===== src/rtl/pxe_pkg.sv =====
package pxe_pkg;
   localparam int BYTE_W = 8;
   localparam int N_REGS = 4;
   localparam int PTR_W  = $clog2(N_REGS);
   localparam int CNT_W  = 4;

   typedef enum logic [PTR_W-1:0] {
      SEL_IN  = 2'd0,
      SEL_OUT = 2'd1,
      SEL_POL = 2'd2,
      SEL_DIR = 2'd3
   } reg_sel_t;

   typedef enum logic [2:0] {
      ST_IDLE,
      ST_ADDR,
      ST_CMD,
      ST_WDATA,
      ST_ACK,
      ST_RDATA,
      ST_RACK
   } link_st_t;
endpackage


===== src/rtl/pxe_sync.sv =====
module pxe_sync #(
   parameter int         WIDTH   = 1,
   parameter int         STAGES  = 2,
   parameter logic [WIDTH-1:0] RST_VAL = '0
) (
   input  logic             clk,
   input  logic             rst_n,
   input  logic [WIDTH-1:0] d,
   output logic [WIDTH-1:0] q
);
   if (STAGES < 2) begin : g_bad_stages
      $error("pxe_sync: STAGES must be at least 2");
   end

   logic [WIDTH-1:0] chain [STAGES];

   for (genvar s = 0; s < STAGES; s++) begin : g_stage
      always_ff @(posedge clk or negedge rst_n) begin
         if (!rst_n) chain[s] <= RST_VAL;
         else if (s == 0) chain[s] <= d;
         else chain[s] <= chain[(s == 0) ? 0 : s-1];
      end
   end

   assign q = chain[STAGES-1];
endmodule


===== src/rtl/pxe_regs.sv =====
module pxe_regs
   import pxe_pkg::*;
#(
   parameter int N_PINS = 8,
   parameter logic [N_PINS-1:0] OUT_RST = '1,
   parameter logic [N_PINS-1:0] POL_RST = '0,
   parameter logic [N_PINS-1:0] DIR_RST = '1
) (
   input  logic              clk,
   input  logic              rst_n,
   input  logic              wr_en,
   input  reg_sel_t          wr_sel,
   input  logic [BYTE_W-1:0] wr_data,
   input  reg_sel_t          rd_sel,
   output logic [BYTE_W-1:0] rd_data,
   input  logic [N_PINS-1:0] pins_s,
   output logic [N_PINS-1:0] pin_o,
   output logic [N_PINS-1:0] pin_oe
);
   logic [N_PINS-1:0] out_q, pol_q, dir_q;
   logic [N_PINS-1:0] in_view;

   always_ff @(posedge clk or negedge rst_n) begin
      if (!rst_n) begin
         out_q <= OUT_RST;
         pol_q <= POL_RST;
         dir_q <= DIR_RST;
      end else if (wr_en) begin
         unique case (wr_sel)
            SEL_OUT: out_q <= wr_data[N_PINS-1:0];
            SEL_POL: pol_q <= wr_data[N_PINS-1:0];
            SEL_DIR: dir_q <= wr_data[N_PINS-1:0];
            default: ;
         endcase
      end
   end

   for (genvar p = 0; p < N_PINS; p++) begin : g_pin
      assign in_view[p] = pins_s[p] ^ pol_q[p];
      assign pin_oe[p]  = ~dir_q[p];
      assign pin_o[p]   = out_q[p];
   end

   always_comb begin
      rd_data = '0;
      unique case (rd_sel)
         SEL_IN:  rd_data[N_PINS-1:0] = in_view;
         SEL_OUT: rd_data[N_PINS-1:0] = out_q;
         SEL_POL: rd_data[N_PINS-1:0] = pol_q;
         SEL_DIR: rd_data[N_PINS-1:0] = dir_q;
         default: rd_data = '0;
      endcase
   end

   // a write aimed at the input register leaves all storage alone
   a_r5_input_ro: assert property (@(posedge clk) disable iff (!rst_n)
      (wr_en && wr_sel == SEL_IN) |=> ($stable(out_q) && $stable(pol_q) && $stable(dir_q)));
   // an output write lands on the pins next cycle
   a_r6_out_write: assert property (@(posedge clk) disable iff (!rst_n)
      (wr_en && wr_sel == SEL_OUT) |=> (pin_o == $past(wr_data[N_PINS-1:0])));
   // a direction write sets the enables to its complement
   a_r7_dir_write: assert property (@(posedge clk) disable iff (!rst_n)
      (wr_en && wr_sel == SEL_DIR) |=> (pin_oe == ~$past(wr_data[N_PINS-1:0])));
endmodule


===== src/rtl/pxe_link.sv =====
module pxe_link
   import pxe_pkg::*;
#(
   parameter logic [3:0] ADDR_HI = 4'b0100
) (
   input  logic              clk,
   input  logic              rst_n,
   input  logic              scl_s,
   input  logic              sda_s,
   input  logic [2:0]        strap,
   output logic              sda_pull,
   output logic              wr_en,
   output logic [BYTE_W-1:0] wr_data,
   output reg_sel_t          ptr,
   input  logic [BYTE_W-1:0] rd_data
);
   link_st_t          st, after;
   logic              scl_d, sda_d;
   logic [CNT_W-1:0]  cnt;
   logic [BYTE_W-1:0] shreg, txbuf;
   logic              mack;

   wire scl_rise = scl_s & ~scl_d;
   wire scl_fall = ~scl_s & scl_d;
   wire start_c  = scl_s & scl_d & sda_d & ~sda_s;
   wire stop_c   = scl_s & scl_d & ~sda_d & sda_s;
   wire byte_end = scl_fall && (cnt == CNT_W'(BYTE_W));
   wire addr_hit = (shreg[BYTE_W-1:1] == {ADDR_HI, strap});
   wire cmd_ok   = (shreg < BYTE_W'(N_REGS));

   always_ff @(posedge clk or negedge rst_n) begin
      if (!rst_n) begin
         scl_d <= 1'b1;
         sda_d <= 1'b1;
      end else begin
         scl_d <= scl_s;
         sda_d <= sda_s;
      end
   end

   always_ff @(posedge clk or negedge rst_n) begin
      if (!rst_n) begin
         st       <= ST_IDLE;
         after    <= ST_IDLE;
         cnt      <= '0;
         shreg    <= '0;
         txbuf    <= '0;
         mack     <= 1'b0;
         sda_pull <= 1'b0;
         wr_en    <= 1'b0;
         wr_data  <= '0;
         ptr      <= SEL_IN;
      end else begin
         wr_en <= 1'b0;
         if (start_c) begin
            st       <= ST_ADDR;
            cnt      <= '0;
            sda_pull <= 1'b0;
         end else if (stop_c) begin
            st       <= ST_IDLE;
            sda_pull <= 1'b0;
         end else begin
            unique case (st)
               ST_ADDR, ST_CMD, ST_WDATA: begin
                  if (scl_rise && cnt < CNT_W'(BYTE_W)) begin
                     shreg <= {shreg[BYTE_W-2:0], sda_s};
                     cnt   <= cnt + 1'b1;
                  end else if (byte_end) begin
                     cnt <= '0;
                     if (st == ST_ADDR) begin
                        if (addr_hit) begin
                           sda_pull <= 1'b1;
                           st       <= ST_ACK;
                           after    <= shreg[0] ? ST_RDATA : ST_CMD;
                        end else begin
                           st <= ST_IDLE;
                        end
                     end else if (st == ST_CMD) begin
                        if (cmd_ok) begin
                           ptr      <= reg_sel_t'(shreg[PTR_W-1:0]);
                           sda_pull <= 1'b1;
                           st       <= ST_ACK;
                           after    <= ST_WDATA;
                        end else begin
                           st <= ST_IDLE;
                        end
                     end else begin
                        wr_en    <= 1'b1;
                        wr_data  <= shreg;
                        sda_pull <= 1'b1;
                        st       <= ST_ACK;
                        after    <= ST_WDATA;
                     end
                  end
               end
               ST_ACK: begin
                  if (scl_fall) begin
                     if (after == ST_RDATA) begin
                        txbuf    <= rd_data;
                        sda_pull <= ~rd_data[BYTE_W-1];
                     end else begin
                        sda_pull <= 1'b0;
                     end
                     cnt <= '0;
                     st  <= after;
                  end
               end
               ST_RDATA: begin
                  if (scl_fall) begin
                     if (cnt == CNT_W'(BYTE_W-1)) begin
                        sda_pull <= 1'b0;
                        cnt      <= '0;
                        st       <= ST_RACK;
                     end else begin
                        txbuf    <= {txbuf[BYTE_W-2:0], 1'b0};
                        sda_pull <= ~txbuf[BYTE_W-2];
                        cnt      <= cnt + 1'b1;
                     end
                  end
               end
               ST_RACK: begin
                  if (scl_rise) mack <= ~sda_s;
                  else if (scl_fall) begin
                     if (mack) begin
                        txbuf    <= rd_data;
                        sda_pull <= ~rd_data[BYTE_W-1];
                        cnt      <= '0;
                        st       <= ST_RDATA;
                     end else begin
                        st <= ST_IDLE;
                     end
                  end
               end
               default: ;
            endcase
         end
      end
   end

   // a foreign address never gets an ACK
   a_r1_foreign_release: assert property (@(posedge clk) disable iff (!rst_n)
      (st == ST_ADDR && byte_end && !addr_hit && !start_c && !stop_c) |=> !sda_pull);
   // a refused command leaves the pointer as it was
   a_r4_bad_cmd_ptr: assert property (@(posedge clk) disable iff (!rst_n)
      (st == ST_CMD && byte_end && !cmd_ok && !start_c && !stop_c) |=> (ptr == $past(ptr)));
   // STOP always leaves the bus released and idle
   a_r10_stop_idle: assert property (@(posedge clk) disable iff (!rst_n)
      stop_c |=> (!sda_pull && st == ST_IDLE));
   // SDA belongs to the master during its acknowledge slot
   a_r9_rack_free: assert property (@(posedge clk) disable iff (!rst_n)
      (st == ST_RACK) |-> !sda_pull);
endmodule


===== src/rtl/pin_expander_i2c.sv =====
module pin_expander_i2c
   import pxe_pkg::*;
#(
   parameter int         N_PINS      = 8,
   parameter int         SYNC_STAGES = 2,
   parameter logic [3:0] ADDR_HI     = 4'b0100
) (
   input  logic              clk,
   input  logic              rst_n,
   input  logic              scl_i,
   input  logic              sda_i,
   output logic              sda_pull,
   input  logic [2:0]        strap,
   input  logic [N_PINS-1:0] pin_i,
   output logic [N_PINS-1:0] pin_o,
   output logic [N_PINS-1:0] pin_oe
);
   if (N_PINS < 1 || N_PINS > BYTE_W) begin : g_bad_pins
      $error("pin_expander_i2c: N_PINS must be 1..8");
   end

   logic              scl_s, sda_s;
   logic [N_PINS-1:0] pins_s;
   logic              wr_en;
   logic [BYTE_W-1:0] wr_data, rd_data;
   reg_sel_t          ptr;

   pxe_sync #(.WIDTH(2), .STAGES(SYNC_STAGES), .RST_VAL(2'b11)) u_bus_sync (
      .clk(clk), .rst_n(rst_n), .d({scl_i, sda_i}), .q({scl_s, sda_s}));

   pxe_sync #(.WIDTH(N_PINS), .STAGES(SYNC_STAGES), .RST_VAL('0)) u_pin_sync (
      .clk(clk), .rst_n(rst_n), .d(pin_i), .q(pins_s));

   pxe_link #(.ADDR_HI(ADDR_HI)) u_link (
      .clk(clk), .rst_n(rst_n), .scl_s(scl_s), .sda_s(sda_s), .strap(strap),
      .sda_pull(sda_pull), .wr_en(wr_en), .wr_data(wr_data), .ptr(ptr),
      .rd_data(rd_data));

   pxe_regs #(.N_PINS(N_PINS)) u_regs (
      .clk(clk), .rst_n(rst_n), .wr_en(wr_en), .wr_sel(ptr), .wr_data(wr_data),
      .rd_sel(ptr), .rd_data(rd_data), .pins_s(pins_s), .pin_o(pin_o),
      .pin_oe(pin_oe));
endmodule


===== config.mk =====
export PLATFORM = sky130hd
export DESIGN_NAME = pin_expander_i2c
export DESIGN_NICKNAME = d
export VERILOG_FILES = /design/src/rtl/pxe_pkg.sv /design/src/rtl/pxe_sync.sv /design/src/rtl/pxe_regs.sv /design/src/rtl/pxe_link.sv /design/src/rtl/pin_expander_i2c.sv
export SDC_FILE = /design/constraint.sdc
export NUM_CORES = 1
export LEC_CHECK = 0
export ABC_AREA = 1
export CORE_UTILIZATION = 36
export DETAILED_ROUTE_END_ITERATION = 12
export PLACE_DENSITY = 0.56
export SETUP_SLACK_MARGIN = 0.05
export SLEW_MARGIN = 5
export SYNTH_ARGS = -nofsm -noshare
export SYNTH_HDL_FRONTEND = slang
export SYNTH_SLANG_ARGS = --single-unit
export TNS_END_PERCENT = 30

===== constraint.sdc =====
create_clock -name clk -period 3.3 [get_ports clk]
set_clock_uncertainty 0.05 [all_clocks]
set_input_delay 0.66 -clock clk [delete_from_list [all_inputs] [get_ports clk]]
set_output_delay 0.66 -clock clk [all_outputs]
set_load 0.1 [all_outputs]

# After elaboration in Yosys (flattened, before gate mapping)
# Index checks and enable logic that the tools add are counted.
[totals]
ff_bits = 84
inputBits = 15
out_inout_bits = 17
[op_classes]
n_mux = 63
n_reduce_logical = 19
eq_ne = 39
n_bitwise = 34
magnitude_cmp = 2
add_sub_neg = 1
[op_table]
columns = ["cell", "count"]
rows = [
  ["3-bit 2-to-1 mux", 19],
  ["7-bit 2-to-1 mux", 7],
  ["4-bit 2-to-1 mux", 10],
  ["8-bit case mux with 4 select lines", 1],
  ["4-bit by 1-bit inequality test with 1-bit output, second input constant", 7],
  ["8-bit AND reduction", 3],
  ["1-bit 2-to-1 mux", 22],
  ["7-bit case mux with 3 select lines", 1],
  ["10-bit AND reduction", 2],
  ["1-bit inverter", 19],
  ["4-bit case mux with 4 select lines", 1],
  ["3-bit by 1-bit inequality test with 1-bit output, second input constant", 5],
  ["2-bit by 1-bit inequality test with 1-bit output, second input constant", 7],
  ["7-bit AND reduction", 2],
  ["3-bit == test, second input constant", 4],
  ["3-bit case mux with 4 select lines", 1],
  ["8-bit by 3-bit less-than comparator with 1-bit output, second input constant", 1],
  ["4-bit AND reduction", 2],
  ["1-bit bitwise XOR", 8],
  ["1-bit bitwise AND", 7],
  ["7-bit by 6-bit == test with 1-bit output", 1],
  ["3-bit by 2-bit == test with 1-bit output, second input constant", 2],
  ["6-bit by 2-bit inequality test with 1-bit output, second input constant", 1],
  ["2-bit AND reduction", 3],
  ["19 further kinds", 22],
]

# Logic depth before layout (Yosys ltp)
[depth]
word_depth = 9
mapped_depth = 12
depth_no_buf = 12

# By module
# Synthesis repeated with hierarchy kept, for this count alone.
[hier_totals]
hier_cells = 482
area_unflattened_um2 = 4102.7
[modules_own_cells]
columns = ["mod", "area_per_inst_um2", "cells_per_inst", "n_inst"]
rows = [
  ["pxe_link", 2108.3, 277, 1],
  ["pxe_regs", 1413.9, 175, 1],
  ["pxe_sync (u_pin_sync)", 460.4, 24, 1],
  ["pxe_sync (u_bus_sync)", 120.1, 6, 1],
]

# Least setup slack after synthesis
# OpenSTA, ideal clock, no wires.
[synth_timing]
kind = "reg2out"
from = "reg u_regs.dir_q[4]"
to = "out pin_oe[4]"
arrival_ps = 945
slack_ps = 1645
stages_incl_launch_ff = 2
n_path_buf = 0
cell_sequence = "dfstp_2 > inv_1"
[synth_between]
elab_chain_len = 1
[synth_rtl]
columns = ["item", "line_no", "source"]
rows = [
  ["start: declaration", "pxe_regs.sv:20", "logic [N_PINS-1:0] out_q, pol_q, dir_q;"],
  ["start signal: assignment", "pxe_regs.sv:32", "SEL_DIR: dir_q <= wr_data[N_PINS-1:0];"],
  ["1-bit inverter", "pxe_regs.sv:40", "assign pin_oe[p] = ~dir_q[p];"],
  ["end: declaration", "pin_expander_i2c.sv:16", "output logic [N_PINS-1:0] pin_oe"],
]
# No other way between the ends.

# Final worst setup path
[layout_timing]
from = "reg u_regs.out_q[2], in the netlist u_regs.pin_o[2]"
to = "out pin_o[2]"
[layout_lines]
columns = ["item", "line_no", "source"]
rows = [
  ["start: declaration", "pxe_regs.sv:20", ""],
  ["start signal: assignment", "pxe_regs.sv:30", "SEL_OUT: out_q <= wr_data[N_PINS-1:0];"],
  ["end: declaration", "pin_expander_i2c.sv:15", "output logic [N_PINS-1:0] pin_o,"],
]
# No word-level cell between the ends.

==> impl_metrics.toml <==
[routing]
wl_per_cell_um = 13.3
wl_um = 8350
ant_nets = 0
vias = 2960
via_per_inst = 4.72
post-route-drc-count = 0
drtPass1Iterations = 5
drt_iter0_drc = 164

[timing]
fin_crit_ps = 1940
slew_headroom_pct = 63.5
hold_viol = 0
fin_ws_ps = 1360
rsz0062_at_grt = "false"
max_freq_mhz = 516
period_share_pct = 58.8
tightest_slew_ps = 546
finalMaxSlewViolations = 0
fin_setup_tns_ps = 0
finalSetupViolCount = 0

[finish]
finalCoreUtilization_pct = 43.1
final_nets = 503
drive_above_1_share_pct = 15.7
synthToLayoutAreaGrowth_pct = 16.3
fillCellCount = 1042
diodes = 0

[worst_hold_path]
hold_path_class = "primary input to async pin"

[place]
place_congestion = 0.837
dpl_worst_slack_ps = 1130
numPortBuffers = 31
dpl.hpwl_um = 5980

[worst_setup_path]
critPathSlowestCell = "dfstp_2"
path_buf_inv = 1
cp_slowest_stage_delay_ps = 580
crit_family = "flip-flops"
cp-start-kind = "register"
cp.depth = 1
rr_worst_depth = 8
worst-setup-path-type = "register to primary output"
worstReg2RegEnd = "u_link.wr_data[2]"
cp_data_arrival_time_ps = 1230
rr_startpoint = "u_link.cnt[0]"
crit_chain = "buf_4"
crit_fanout = 3
cp-end-kind = "primary output"
critPathRequiredTime_ps = 2590
rrSetupSlack_ps = 1460

[cts]
cts_buffers = 9
cts.path.max_buffers = 2
cts_root_buf = "clkbuf_8"
cts_max_level = 3
cts_setup_buffers = 0
worstSkewPairLatency_ps = 360
ctsResizeCount = 0
path_clk_slew_ps = 90
hold_buffers = 0
cts_tree = "yes"
clock-sinks = 84

[yosys]
async_flop_share_pct = 100
yosysSeqAreaShare_pct = 55.7
synth_edf_count = 0
synth_seq_cells = 84
yosysTopAreaCellShare_pct = 40.5
synthesis.area_um2 = 3830
synth_warnings = 0
synth_ff_type = "dfrtp_1"
yosys-top-cells-area = "dfrtp_1, dfstp_2, nand2_1, o21ai_0, inv_1"
netlist_top_cells_count = "nand2_1, dfrtp_1, inv_1, o21ai_0, nor2_1"
synth.avg_cell_area_um2 = 8.50
synth_cells = 450
yosysMostFrequentCell = "nand2_1"
synth_cell_types = 31
synthesis.nets = 467
yosys.area.top_type = "dfrtp_1"

[grt]
overflow = 0
first_global_vias = 2828
track_usage_pct = 16.5
grt_max_degree = 74
grt_antenna_before_repair = 0
grt_pass1_wl_um = 14200

[floorplanning]
fp.dieH_um = 105
start_util_pct = 37.1
die_area_um2 = 11000
ios = 32
die_w_um = 105
core_area_um2 = 10300
fp-row-count = 37

[flow_run]
maxCapViolCount = 0

[pwr]
power_density_nw_per_um2 = 631
ir_drop_uv = 231
leakage_nw = 2.06

[outcome]
outcome = "completed"
-- per-stage QoR --
stage	std cells	instance area (µm²)	total power, mW	hold slack (ps)
floorplan	450	3830	1.82	281
global placement	611	4230	1.99	283
detailed placement	611	4230	2.00	290
CTS	627	4450	2.84	69.0
global route	627	4450	3.00	68.4
finish	627	4450	2.81	86.0
-- worst max path at each step --
stage	to	start	slack (ps)
5_1_grt	u_link.wr_data[1]	u_link.cnt[0]	1260
2_1_floorplan	pin_oe[4]	u_regs.dir_q[4]	1640
6_report	pin_o[2]	u_regs.pin_o[2]	1360
3_3_place_gp	u_link.after[1]	strap[0]	1200
4_1_cts	pin_o[2]	u_regs.pin_o[2]	1340
3_5_place_dp	u_link.after[1]	strap[0]	1130
-- layout make-up --
class                   instances  area (µm²)  share of cell area (%)
repair buffers                 32         285                    6.41
clock buffers                   9         124                    2.78
well taps                     136         170                    3.83
clock inverters                 7        98.8                    2.22
inverters                      60         225                    5.06
flip-flops and latches         84        2130                    47.9
multi-input cells             299        1420                    31.8
-- cells in the final DEF (no fill, tap or decap), types with 2 or more instances in the layout --
| master | n |
|---|---|
| o22ai_1 | 4 |
| o21ai_0 | 53 |
| clkbuf_8 | 9 |
| buf_4 | 18 |
| o21ai_1 | 10 |
| o211ai_1 | 2 |
| nand2_2 | 4 |
| nand3_2 | 2 |
| dfrtp_1 | 62 |
| inv_2 | 6 |
| ha_1 | 2 |
| nand2_1 | 143 |
| inv_6 | 2 |
| clkdlybuf4s50_1 | 13 |
| dfstp_2 | 22 |
| a21oi_1 | 9 |
| nand3_1 | 22 |
| xor2_1 | 4 |
| inv_1 | 53 |
| xnor2_1 | 4 |
| nor2_4 | 2 |
| nor2_1 | 29 |
| bufinv_16 | 2 |
-- state kept, by name, indices dropped and copies added, names as in the netlist --
signal,cells
u_link.st,3
u_link.shreg,8
u_link.cnt,4
u_link.sda_pull,1
u_link.wr_data,8
u_link.ptr,2
u_regs.pol_q,8
u_link.sda_d,1
u_link.wr_en,1
u_link.scl_d,1
u_regs.dir_q,8
u_bus_sync.chain,2
u_link.mack,1
u_pin_sync.q,8
u_bus_sync.q,2
u_link.txbuf,7
u_pin_sync.chain,8
u_link.after,3
u_regs.pin_o,8
-- cell families (layout without fill, tap and decap cells) --
logic type	after synthesis	count (layout)	share of synthesized area, %
and+or+nand+nor	209	209	23.5
muxes	1	1	0.294
adders and majority gates	2	2	0.654
xor gates and xnor gates	8	8	1.83
buffers and inverters	67	108	7.36
AOI/OAI and AO/OA	79	79	10.7
DFF	84	84	55.7
-- report_power, final --
part           internal, mW  total (mW)  switching (mW)
logic                 0.238       0.694           0.456
registers              1.16        1.29           0.127
clock network         0.432       0.822           0.391
-- routing by layer --
metal / vias to the layer above / global-route usage [%] / part of all wire, % / routed length (µm)
li1: 1496 / - / - / -
met1: 1412 / 23.1 / 51 / 4220
met2: 45 / 25.5 / 45 / 3770
met3: 7 / 3.99 / 3.2 / 271
met4: 0 / 4.53 / 0.98 / 82
met5: - / 0 / 0 / 0
Power figures use the tool's default switching activity.
